[config.mk]
export PLATFORM = sky130hd
export DESIGN_NAME = shf_barrel_top
export DESIGN_NICKNAME = d
export VERILOG_FILES = /design/src/rtl/shf_pkg.sv /design/src/rtl/shf_count_class.sv /design/src/rtl/shf_right_barrel.sv /design/src/rtl/shf_carry_sel.sv /design/src/rtl/shf_barrel_top.sv
export SDC_FILE = /design/constraint.sdc
export NUM_CORES = 1
export LEC_CHECK = 0
export ABC_AREA = 1
export BUFFER_PORTS_ARGS = -buffer_cell sky130_fd_sc_hd__buf_2
export CORE_ASPECT_RATIO = 1.2
export CORE_UTILIZATION = 35
export DETAILED_ROUTE_END_ITERATION = 12
export PLACE_DENSITY = 0.55
export REMOVE_ABC_BUFFERS = 1
export SETUP_SLACK_MARGIN = 0.4
export SLEW_MARGIN = 20
export SYNTH_ARGS = -nofsm -noshare
export SYNTH_HDL_FRONTEND = slang
export SYNTH_SLANG_ARGS = --single-unit
[constraint.sdc]
create_clock -name vclk -period 2.2
set_input_delay 0.11 -clock vclk [all_inputs]
set_output_delay 0.11 -clock vclk [all_outputs]
set_load 0.01 [all_outputs]
[src/rtl/shf_pkg.sv]
package shf_pkg;

   typedef enum logic [1:0] {
      SHF_LSL  = 2'b00,
      SHF_LSR  = 2'b01,
      SHF_ASR  = 2'b10,
      SHF_PASS = 2'b11
   } shf_op_e;

   // Count classes; exactly one is set for any count value.
   typedef struct packed {
      logic none;    // count is zero
      logic part;    // 1 .. WIDTH-1
      logic full;    // exactly WIDTH
      logic beyond;  // above WIDTH
   } shf_cls_t;

endpackage

[src/rtl/shf_count_class.sv]
module shf_count_class
   import shf_pkg::*;
#(
   parameter int WIDTH = 32,
   parameter int CNT_W = 6
) (
   input  logic [CNT_W-1:0] amt,
   output shf_cls_t         cls
);

   localparam logic [CNT_W-1:0] FULL_AMT = CNT_W'(WIDTH);

   always_comb begin
      cls.none   = (amt == '0);
      cls.full   = (amt == FULL_AMT);
      cls.beyond = (amt > FULL_AMT);
      cls.part   = !cls.none && (amt < FULL_AMT);
   end

   always_comb begin
      p_class_onehot_r1: assert ($countones(cls) == 1)
         else $error("count class not one-hot for %0d", amt);
   end

endmodule

[src/rtl/shf_right_barrel.sv]
module shf_right_barrel #(
   parameter int WIDTH = 32,
   parameter int CNT_W = 6
) (
   input  logic [WIDTH-1:0] din,
   input  logic [CNT_W-1:0] amt,
   input  logic             fill,
   output logic [WIDTH-1:0] dout
);

   localparam int LOG = $clog2(WIDTH);

   logic [WIDTH-1:0] stage [0:LOG];
   assign stage[0] = din;

   // One stage per count bit below the saturation bit.
   for (genvar s = 0; s < LOG; s++) begin : g_stage
      localparam int DIST = 1 << s;
      always_comb begin
         if (amt[s])
            stage[s+1] = {{DIST{fill}}, stage[s][WIDTH-1:DIST]};
         else
            stage[s+1] = stage[s];
      end
   end

   // Upper count bits: distance reaches the whole word.
   logic sat;
   assign sat  = |amt[CNT_W-1:LOG];
   assign dout = sat ? {WIDTH{fill}} : stage[LOG];

   always_comb begin
      if (amt == '0)
         p_barrel_idle_r2: assert (dout == din)
            else $error("barrel moved data at zero distance");
   end

endmodule

[src/rtl/shf_carry_sel.sv]
module shf_carry_sel
   import shf_pkg::*;
#(
   parameter int WIDTH = 32,
   parameter int CNT_W = 6
) (
   input  logic [WIDTH-1:0] din,    // operand in right-shift orientation
   input  logic [CNT_W-1:0] amt,
   input  shf_cls_t         cls,
   input  logic             arith,
   input  logic             cin,
   output logic             cout
);

   localparam int LOG = $clog2(WIDTH);

   // amt-1 taken modulo WIDTH: amt == WIDTH wraps to the top bit.
   logic [LOG-1:0] last_idx;
   assign last_idx = LOG'(amt[LOG-1:0] - 1'b1);

   always_comb begin
      if (cls.none)
         cout = cin;
      else if (cls.beyond)
         cout = arith ? din[WIDTH-1] : 1'b0;
      else
         cout = din[last_idx];
   end

endmodule

[src/rtl/shf_barrel_top.sv]
module shf_barrel_top
   import shf_pkg::*;
#(
   parameter int WIDTH = 32,
   parameter int CNT_W = 6
) (
   input  logic [1:0]       op_sel,
   input  logic [CNT_W-1:0] shift_cnt,
   input  logic [WIDTH-1:0] data_in,
   input  logic             carry_in,
   output logic [WIDTH-1:0] data_out,
   output logic             carry_out,
   output logic             extend_out
);

   localparam int LOG = $clog2(WIDTH);

   if ((1 << LOG) != WIDTH) begin : g_bad_width
      $error("WIDTH must be a power of two");
   end
   if (CNT_W != LOG + 1) begin : g_bad_cnt
      $error("CNT_W must be log2(WIDTH)+1");
   end

   shf_op_e  op;
   shf_cls_t cls;
   logic     go_left, is_arith, idle;
   logic [WIDTH-1:0] oriented, shifted, unoriented, rev_in, rev_out;
   logic     fill, carry_sh;

   assign op       = shf_op_e'(op_sel);
   assign go_left  = (op == SHF_LSL);
   assign is_arith = (op == SHF_ASR);

   shf_count_class #(.WIDTH(WIDTH), .CNT_W(CNT_W)) u_cls (
      .amt (shift_cnt),
      .cls (cls)
   );

   // Bit reversal lets one right barrel serve left shifts too.
   for (genvar i = 0; i < WIDTH; i++) begin : g_rev
      assign rev_in[i]  = data_in[WIDTH-1-i];
      assign rev_out[i] = shifted[WIDTH-1-i];
   end

   assign oriented = go_left ? rev_in : data_in;
   assign fill     = is_arith & data_in[WIDTH-1];

   shf_right_barrel #(.WIDTH(WIDTH), .CNT_W(CNT_W)) u_bar (
      .din  (oriented),
      .amt  (shift_cnt),
      .fill (fill),
      .dout (shifted)
   );

   shf_carry_sel #(.WIDTH(WIDTH), .CNT_W(CNT_W)) u_car (
      .din   (oriented),
      .amt   (shift_cnt),
      .cls   (cls),
      .arith (is_arith),
      .cin   (carry_in),
      .cout  (carry_sh)
   );

   assign unoriented = go_left ? rev_out : shifted;
   assign idle       = (op == SHF_PASS) || cls.none;

   always_comb begin
      if (idle) begin
         data_out  = data_in;
         carry_out = carry_in;
      end else begin
         data_out  = unoriented;
         carry_out = carry_sh;
      end
   end
   assign extend_out = carry_out;

   always_comb begin
      if (op_sel == 2'b11 || shift_cnt == '0)
         p_pass_keep_r9: assert (data_out == data_in && carry_out == carry_in)
            else $error("idle operation altered data or carry");
      if ((op_sel == 2'b00 || op_sel == 2'b01) && shift_cnt > CNT_W'(WIDTH))
         p_logic_beyond_r6: assert (data_out == '0 && !carry_out)
            else $error("logical shift beyond width not cleared");
      if (op_sel == 2'b10 && shift_cnt >= CNT_W'(WIDTH))
         p_asr_sat_r7: assert (($countones(data_out) == 0 || $countones(data_out) == WIDTH)
                               && data_out[0] == data_in[WIDTH-1]
                               && carry_out == data_in[WIDTH-1])
            else $error("arithmetic saturation wrong");
      if (op_sel == 2'b00 && shift_cnt == CNT_W'(WIDTH))
         p_lsl_full_r5: assert (data_out == '0 && carry_out == data_in[0])
            else $error("left shift by width wrong");
   end

endmodule

==> summary.md <==
| Metric | Value |
|---|---|
| Slew margin rel. | `69.5%` |
| Routed met2 length | `8100 um` |
| Failing checks | `DRC` |
| Post-synthesis sequential area ratio | `0%` |
| FP Rows | `41` |
| Initial core utilization | `36.2%` |
| Netlist cell types | `27` |
| Slew @ Worst Pin | `0.457 ns` |
| Wl on met1 | `6810 um` |
| Total track usage | `30.0%` |
| Die span in y | `117 um` |
| Post-Syn Area per Cell | `4.74 um^2` |
| Fin. Hold Viols | `0` |
| P_sw | `928 uW` |
| Cell Pwr Density | `259 nW/um^2` |
| Crit share post-route | `90.1%` |
| Min Tclk post-route | `1.98 ns` |
| Largest net degree at the start of global routing | `36` |
| Cell taking the most area after synthesis | `nand3_1` |
| Setup TNS | `0 ns` |
| Clock power share | `0%` |
| HP Start | `data_in[17]` |
| RSZ-0062 raised after global routing | `true` |
| Post-Synthesis Cells | `812` |
| Critical Path AT | `1.87 ns` |
| Cell Area, Synth | `3850 um^2` |
| Switching share of power | `63.9%` |
| Routed length on met3 | `1540 um` |
| Crit path launch | `op_sel[0]` |
| Min-Delay Path Class | `primary input to output pin` |
| Sequential power share | `0%` |
| CTS Hold Bufs | `0` |
| DRT Pass-1 Iters | `9` |
| LEAKAGE | `3.05 nW` |
| Hold path cells | `4` |
| Pwr Total | `1.45 mW` |
| Core Area | `10600 um^2` |
| Reg area | `0 um^2` |
| PortBufs | `75` |
| Layout area overhead | `46.0%` |
| Gr ovfl total | `0` |
| DR vias/cell | `5.94` |
| Layout cell share with drive strength beyond 1 | `41.2%` |
| Vias in the first global route | `5353` |
| RePlAce Congestion | `0.987` |
| Worst setup SP type | `primary input` |
| Outcome | `finished with violations` |
| Synth area leaders | `nand3_1, nand2_1, nand3_2, inv_1, nand4_1` |
| Initial antenna violation count | `0` |
| Via count | `5961` |
| Setup ws final | `0.217 ns` |
| Drc violations | `12` |
| Die X-Extent | `97.7 um` |
| Routed wire per std cell | `17.8 um` |
| Finish-stage setup viols | `0` |
| Final nets | `919` |
| Initial DRC count | `587` |
| Comb power frac | `100.0%` |
| Critical path data required time | `2.09 ns` |
| Max_cap viols | `0` |
| Fin. max-slew vios | `0` |
| Internal power | `525 uW` |
| Yosys warns | `0` |
| Global-route wire length before repair | `27600 um` |
| Hold Path End | `data_out[17]` |
| # clk buffers | `0` |
| Max IR drop VDD | `0.000100 V` |
| # IOs | `75` |
| Max FO, Critical Path | `7` |
| Antenna cells | `0` |
| Setup crit end kind | `output pin` |
| Max Freq | `504 MHz` |
| Detailed Route WL | `17900 um` |
| Setup slack at placement | `0.215 ns` |
| Area share of the largest cell type after synthesis | `34.9%` |
| Critical path type | `primary input to output pin` |
| Detail Route Antenna Nets | `0` |
| Num sequential | `0` |
| Die footprint | `11400 um^2` |
| Top Metal Used | `met4` |
| HPWL after detailed placement | `12300 um` |
[kinds of logic (layout without fill, tap and decap cells)]
kind of cell,Yosys count,after routing,share of synthesized area (%)
and+or+nand+nor,658,658,80.3
buffers and inverters,137,199,16.3
AOI/OAI and AO/OA,12,12,2.08
xor gates and xnor gates,3,3,0.683
adders and majority gates,2,2,0.650
[critical path: stages]
cell and delay, ns:
buf_8 0.11, nor2_4 0.14, buf_6 0.16, buf_12 0.13, buf_16 0.14, nand2_4 0.05
nand3_4 0.06, nand3_2 0.10, nand2_1 0.12, nand2_2 0.07, nand2_2 0.09, nand2_2 0.06
nand2_2 0.10, nand2_2 0.09, nand3_2 0.08, nand3_2 0.06, nand2_1 0.07, buf_2 0.12
[worst max path at each step]
stage / end / slack, ns / depth (start not counted)
floorplan: data_out[26] / -1.32 / 8
global placement: data_out[30] / 0.20 / 14
detailed placement: data_out[30] / 0.22 / 14
CTS: data_out[31] / 0.33 / 19
global route: data_out[1] / 0.10 / 18
finish: data_out[1] / 0.22 / 18
[metrics by stage]
stage | util (%) | instance area [um^2] | hold WS (ns) | std cells
after floorplan | - | 3510 | 0.344 | 752
after global placement | 41.0 | 4360 | 0.513 | 985
after detailed placement | 41.0 | 4360 | 0.514 | 985
after CTS | 48.7 | 5180 | 0.515 | 999
after global routing | 52.9 | 5620 | 0.537 | 1003
final | 52.9 | 5620 | 0.513 | 1003
[metal layers]
layer,up-vias,global-route usage (%)
li1,2818,-
met1,2666,36.2
met2,363,50.1
met3,114,5.05
met4,0,19.4
met5,-,0
[power by group through the flow]
| stage | Combinational (mW) | Sequential [mW] | Clock [mW] |
|---|---|---|---|
| 5_1_grt | 1.58 | 0 | 0 |
| 2_1_floorplan | 0.710 | 0 | 0 |
| 3_5_place_dp | 1.13 | 0 | 0 |
| 4_1_cts | 1.31 | 0 | 0 |
| 3_3_place_gp | 1.13 | 0 | 0 |
| 6_report | 1.45 | 0 | 0 |
[synthesized netlist by cell type]
| library cell | instances |
|---|---|
| nand3_1 | 268 |
| o21ai_1 | 2 |
| nor3_2 | 1 |
| o21ai_2 | 2 |
| inv_1 | 68 |
| ha_1 | 2 |
| buf_12 | 1 |
| nor2_1 | 11 |
| a21oi_1 | 1 |
| nand4_1 | 34 |
| inv_2 | 3 |
| o21ai_0 | 4 |
| clkbuf_1 | 14 |
| buf_1 | 4 |
| clkinv_1 | 6 |
| xor2_1 | 2 |
| buf_2 | 32 |
| o211ai_1 | 2 |
| nand3_2 | 26 |
| nand3b_1 | 1 |
| nand2_1 | 306 |
| buf_6 | 6 |
| o211ai_2 | 1 |
| buf_4 | 3 |
| nand2_2 | 10 |
| xnor2_1 | 1 |
| nor2_2 | 1 |
[repair_timing]
| action | CTS | global route |
|---|---|---|
| resized for setup | 147 | 94 |
| buffers inserted | 10 | 3 |
| endpoints found under the hold margin | 0 | 0 |
| gates cloned | 4 | 1 |
| setup endpoints to repair | 34 | 34 |
| pin swaps | 45 | 41 |
[cell usage in the layout (no fill, tap or decap), drive strengths merged]
| cell | n |
|---|---|
| clkbuf | 1 |
| o21ai | 8 |
| o211ai | 3 |
| nor3 | 1 |
| clkinv | 6 |
| inv | 71 |
| xnor2 | 1 |
| a21oi | 1 |
| xor2 | 2 |
| nand2 | 316 |
| buf | 121 |
| nand3 | 294 |
| nand3b | 1 |
| ha | 2 |
| nand4 | 34 |
| nor2 | 12 |
[area by class of cell]
cell class | count | area [um^2]
Fill cell | 1107 | 5000
Inverter | 77 | 294
Multi-Input combinational cell | 675 | 4190
Tap cell | 129 | 161
Timing Repair Buffer | 122 | 973
(Power assumes the default switching activity.)
